--- src/rtl/agen_pkg.sv ---
package agen_pkg;
  typedef enum logic [1:0] {
    UPD_NONE = 2'b00,
    UPD_INC  = 2'b01,
    UPD_DEC  = 2'b10,
    UPD_IDX  = 2'b11
  } upd_kind_e;
endpackage

--- src/rtl/agen_ptr_file.sv ---
module agen_ptr_file #(
  parameter int N_PTR = 8,
  parameter int PTR_W = 16,
  localparam int IDX_W = $clog2(N_PTR)
) (
  input  logic             clk,
  input  logic             rst,
  input  logic             ld_en,
  input  logic [IDX_W-1:0] ld_sel,
  input  logic [PTR_W-1:0] ld_val,
  input  logic             up_en,
  input  logic [IDX_W-1:0] up_sel,
  input  logic [PTR_W-1:0] up_val,
  input  logic [IDX_W-1:0] rd_sel,
  output logic [PTR_W-1:0] rd_val,
  output logic [PTR_W-1:0] base_val
);
  logic [PTR_W-1:0] regs [N_PTR];

  for (genvar g = 0; g < N_PTR; g++) begin : g_ptr
    always_ff @(posedge clk) begin
      if (rst)
        regs[g] <= '0;
      else if (ld_en && ld_sel == IDX_W'(g))
        regs[g] <= ld_val;
      else if (up_en && up_sel == IDX_W'(g))
        regs[g] <= up_val;
    end
  end

  assign rd_val   = regs[rd_sel];
  assign base_val = regs[0];
endmodule

--- src/rtl/agen_bank_sel.sv ---
module agen_bank_sel #(
  parameter int N_PTR = 8,
  parameter int PTR_W = 16,
  localparam int IDX_W   = $clog2(N_PTR),
  localparam int N_START = N_PTR / 2,
  localparam int N_SIZE  = N_PTR / 4
) (
  input  logic [IDX_W-1:0]         sel,
  input  logic [N_START*PTR_W-1:0] starts,
  input  logic [N_SIZE*PTR_W-1:0]  sizes,
  output logic [PTR_W-1:0]         start_o,
  output logic [PTR_W-1:0]         size_o
);
  always_comb begin
    start_o = starts[(int'(sel) / 2) * PTR_W +: PTR_W];
    size_o  = sizes[(int'(sel) / 4) * PTR_W +: PTR_W];
  end
endmodule

--- src/rtl/agen_next_calc.sv ---
module agen_next_calc
  import agen_pkg::*;
#(
  parameter int PTR_W = 16
) (
  input  upd_kind_e        kind,
  input  logic             wide,
  input  logic             circ,
  input  logic [PTR_W-1:0] cur,
  input  logic [PTR_W-1:0] index,
  input  logic [PTR_W-1:0] start,
  input  logic [PTR_W-1:0] size,
  output logic [PTR_W-1:0] nxt
);
  logic [PTR_W:0] mag, up_sum, dn_sum, limit, floor_chk;

  always_comb begin
    mag       = (kind == UPD_IDX) ? {1'b0, index} : (wide ? (PTR_W+1)'(2) : (PTR_W+1)'(1));
    up_sum    = {1'b0, cur} + mag;
    dn_sum    = {1'b0, cur} - mag;
    limit     = {1'b0, start} + {1'b0, size};
    floor_chk = {1'b0, start} + mag;
    nxt       = cur;
    unique case (kind)
      UPD_NONE: nxt = cur;
      UPD_INC, UPD_IDX: begin
        if (circ && up_sum >= limit) nxt = PTR_W'(up_sum - {1'b0, size});
        else                         nxt = PTR_W'(up_sum);
      end
      UPD_DEC: begin
        if (circ && {1'b0, cur} < floor_chk) nxt = PTR_W'(dn_sum + {1'b0, size});
        else                                 nxt = PTR_W'(dn_sum);
      end
    endcase
  end
endmodule

--- src/rtl/circ_agen.sv ---
module circ_agen
  import agen_pkg::*;
#(
  parameter int N_PTR  = 8,
  parameter int PTR_W  = 16,
  parameter int PAGE_W = 7,
  localparam int IDX_W  = $clog2(N_PTR),
  localparam int ADDR_W = PAGE_W + PTR_W
) (
  input  logic                       clk,
  input  logic                       rst,
  input  logic                       ptr_wr_en,
  input  logic [IDX_W-1:0]           ptr_wr_sel,
  input  logic [PTR_W-1:0]           ptr_wr_data,
  input  logic [PAGE_W-1:0]          page,
  input  logic [N_PTR-1:0]           circ_en,
  input  logic [(N_PTR/2)*PTR_W-1:0] buf_start,
  input  logic [(N_PTR/4)*PTR_W-1:0] buf_size,
  input  logic                       req_valid,
  input  logic [IDX_W-1:0]           req_sel,
  input  logic [1:0]                 req_kind,
  input  logic                       req_wide,
  output logic                       addr_valid,
  output logic [ADDR_W-1:0]          addr_out
);
  upd_kind_e        kind;
  logic [PTR_W-1:0] cur_ptr, base_ptr, cur_start, cur_size, upd_next;
  logic             cur_circ, upd_en;

  assign kind     = upd_kind_e'(req_kind);
  assign cur_circ = circ_en[req_sel];
  assign upd_en   = req_valid && (kind != UPD_NONE);

  agen_ptr_file #(.N_PTR(N_PTR), .PTR_W(PTR_W)) u_file (
    .clk(clk), .rst(rst),
    .ld_en(ptr_wr_en), .ld_sel(ptr_wr_sel), .ld_val(ptr_wr_data),
    .up_en(upd_en), .up_sel(req_sel), .up_val(upd_next),
    .rd_sel(req_sel), .rd_val(cur_ptr), .base_val(base_ptr)
  );

  agen_bank_sel #(.N_PTR(N_PTR), .PTR_W(PTR_W)) u_bank (
    .sel(req_sel), .starts(buf_start), .sizes(buf_size),
    .start_o(cur_start), .size_o(cur_size)
  );

  agen_next_calc #(.PTR_W(PTR_W)) u_calc (
    .kind(kind), .wide(req_wide), .circ(cur_circ), .cur(cur_ptr),
    .index(base_ptr), .start(cur_start), .size(cur_size), .nxt(upd_next)
  );

  always_ff @(posedge clk) begin
    if (rst) begin
      addr_valid <= 1'b0;
      addr_out   <= '0;
    end else begin
      addr_valid <= req_valid;
      if (req_valid) addr_out <= {page, cur_ptr};
    end
  end
endmodule

--- config.mk ---
export PLATFORM = sky130hd
export DESIGN_NAME = circ_agen
export DESIGN_NICKNAME = d
export VERILOG_FILES = /design/src/rtl/agen_pkg.sv /design/src/rtl/agen_ptr_file.sv /design/src/rtl/agen_bank_sel.sv /design/src/rtl/agen_next_calc.sv /design/src/rtl/circ_agen.sv
export SDC_FILE = /design/constraint.sdc
export NUM_CORES = 1
export LEC_CHECK = 0
export ABC_AREA = 1
export BUFFER_PORTS_ARGS = -buffer_cell sky130_fd_sc_hd__buf_2
export CAP_MARGIN = 20
export CORE_MARGIN = 5
export CORE_UTILIZATION = 38
export DETAILED_ROUTE_END_ITERATION = 12
export PLACE_DENSITY = 0.65
export SLEW_MARGIN = 40
export SYNTH_ARGS = -nofsm -noshare
export SYNTH_HDL_FRONTEND = slang
export SYNTH_SLANG_ARGS = --single-unit
--- constraint.sdc ---
create_clock -name clk -period 13.42 [get_ports clk]
set_clock_uncertainty 0.15 [all_clocks]
set_input_delay 0.671 -clock clk [delete_from_list [all_inputs] [get_ports clk]]
set_output_delay 0.671 -clock clk [all_outputs]
set_load 0.01 [all_outputs]
==> impl_metrics.tcl <==
set metrics [dict create \
    status "finished clean" \
    drv_slew 0 \
    root_buffer "clkbuf_16" \
    cp-start-kind "input pin" \
    power_density_nw_per_um2 118 \
    insertion_delay_ns 0.43 \
    portBuffers 163 \
    syn_nets 2363 \
    fin_setup_tns_ns 0 \
    r2r_slack_ns 7.30 \
    seq_area_frac_synth_pct 30.1 \
    tightestPinTransition_ns 0.895 \
    synth_edf_count 128 \
    netlist_area_um2 14400 \
    synth-async-reset-ratio_pct 0 \
    layout_common_cells "nand2_1, inv_1, nor2_1" \
    final_layout_size_suffix_gt1_share_pct 12.6 \
    fmax_mhz 142 \
    cts_buffer_depth 2 \
    rows 71 \
    cp_common_cell "nand2_1" \
    hold_violations 0 \
    cts_setup_buffers 0 \
    total_power_w 0.00192 \
    cp.arrival_ns 7.04 \
    post-route-min-period_ns 7.03 \
    grt_pass1_wl_mm 82.1 \
    hold_path.class "input pin to register" \
    synth_flop_cell "edfxtp_1" \
    die_w_um 204 \
    leakage_nw 8.17 \
    grt_pass1_vias 14200 \
    grt_overflow 0 \
    drt-total-wl_mm 54.6 \
    grt_antenna_before_repair 0 \
    coreArea_um2 37500 \
    cts_tree "done" \
    end_kind "register" \
    syn_avg_cell_area_um2 6.87 \
    grt_max_degree 60 \
    setup_viol 0 \
    cp_max_fo 41 \
    die_area_um2 41800 \
    ys_types 51 \
    yosysWarnings 0 \
    slowest_delay_ns 0.62 \
    post_drt_via_cell_ratio 5.42 \
    ys_ff_latch 152 \
    synthCells 2092 \
    track_usage_pct 25.3 \
    pin_count 164 \
    htree_num_levels 4 \
    cts_resized 0 \
    drc 0 \
    rsz0062_at_grt "no" \
    cts_sinks 152 \
    cap_viol_max_count 0 \
    die_height_um 204 \
    via_count 14800 \
    diodes 0 \
    critical_path_required_ns 13.44 \
    drt_iter0_drc 1587 \
    min_period_over_period_pct 52.4 \
    layout_commonest_cell "nand2_1" \
    dp_hpwl_mm 42.0 \
    clk_pin_slew_ns 0.07 \
    crit_path_top_delay_cell "o21ai_0" \
    postRouteAntennaNets 0 \
    wl_per_cell_um 20.0 \
    slew_headroom_pct 40.2 \
    nets 2473 \
    start_util_pct 38.3 \
    cts_buffers 17 \
    holdBufCountCts 0 \
    crit_type "input pin to register" \
    peakVddDrop_v 0.0000924 \
    area_delta_synth_final_pct 12.8 \
    dr.pass1.iters 7 \
    gp_congestion 1.02 \
]
==> cell usage after synthesis (3+ instances only) <==
master / number / share of area (%)
a21o_1: 9 / 0.47
clkbuf_1: 47 / 1.2
nor2_4: 4 / 0.31
or2_2: 17 / 0.74
xor2_1: 47 / 2.9
nand4_1: 15 / 0.65
a31oi_1: 7 / 0.30
nor2_1: 166 / 4.3
a21oi_1: 113 / 3.9
o21bai_1: 13 / 0.68
a22oi_1: 40 / 2.1
inv_1: 220 / 5.7
nand2_1: 695 / 18
edfxtp_1: 128 / 27
nand2_2: 11 / 0.48
fa_1: 6 / 0.84
buf_1: 22 / 0.57
buf_4: 3 / 0.16
nand3_4: 3 / 0.37
o21ai_0: 145 / 5.0
nor3_1: 22 / 0.77
a221oi_1: 6 / 0.37
o21ai_1: 16 / 0.56
o2111ai_1: 4 / 0.24
inv_2: 8 / 0.21
o22ai_1: 18 / 0.78
nand3_2: 5 / 0.35
nand3b_1: 4 / 0.21
and3_1: 4 / 0.17
ha_1: 125 / 11
buf_2: 10 / 0.35
xnor2_1: 21 / 1.3
dfxtp_1: 24 / 3.3
nand3_1: 87 / 3.0
==> layer usage <==
layer	track usage [%]	up-vias	share of wire [%]
met5	0	-	0
met4	9.91	0	4.2
met3	3.66	124	8.7
met2	43.3	685	47
met1	32.4	6831	40
li1	-	7125	-
==> layout make-up <==
class,instances,area (µm²)
repair buffers,175,913
multi-input cells,1626,8860
clock buffers,21,504
inverters,230,871
well taps,511,639
flip-flops and latches,152,4320
fillers,3897,21300
clock inverters,11,100
==> metrics by stage <==
step / cell area (µm²) / hold WS, ns / util [%] / setup WS [ns] / std cells
after global routing: 16200 / 0.329 / 43.2 / 5.96 / 2726
after floorplan: 14400 / 0.383 / - / 8.10 / 2092
after global placement: 15600 / 0.323 / 41.5 / 5.94 / 2693
after detailed placement: 15600 / 0.335 / 41.6 / 6.17 / 2693
final: 16200 / 0.309 / 43.2 / 6.39 / 2726
after CTS: 16200 / 0.305 / 43.2 / 6.60 / 2725
==> sequential cells by signal (all words and copies together) (netlist names) <==
name / flops
addr_out: 23
addr_valid: 1
u_file.regs: 128
==> critical path, delay by kind of cell <==
family	cells	cell delay [ns]
AOI/OAI and AO/OA	8	1.89
xor gates and xnor gates	1	0.44
and+or+nand+nor	12	1.92
adders and majority gates	2	0.92
buffers and inverters	5	1.14
==> cell families (layout without fill, tap and decap cells) <==
kind of cell / after synthesis / after routing / share of synthesized area (%)
and+or+nand+nor: 1044 / 1044 / 30.4
AOI/OAI and AO/OA: 383 / 383 / 15.1
buffers and inverters: 314 / 437 / 8.50
DFF: 152 / 152 / 30.1
adders and majority gates: 131 / 131 / 11.7
xor gates and xnor gates: 68 / 68 / 4.14
==> power by group <==
part	leakage (nW)	internal [W]	switching, W
registers	1.53	0.000542	0.0000111
clock network	0.302	0.000277	0.000210
logic	6.34	0.000280	0.000596
==> worst paths after layout <==
path / startpoint / end / cells after the start
setup / recovery: req_sel[1] / u_file.regs[5][12] / 28
hold / removal: page[3] / addr_out[19] / 3
setup reg to reg: u_file.regs[4][6] / u_file.regs[5][12] / 24
hold reg to reg: addr_out[21] / addr_out[21] / 2
Note: power is estimated with default switching activity, not from simulation.
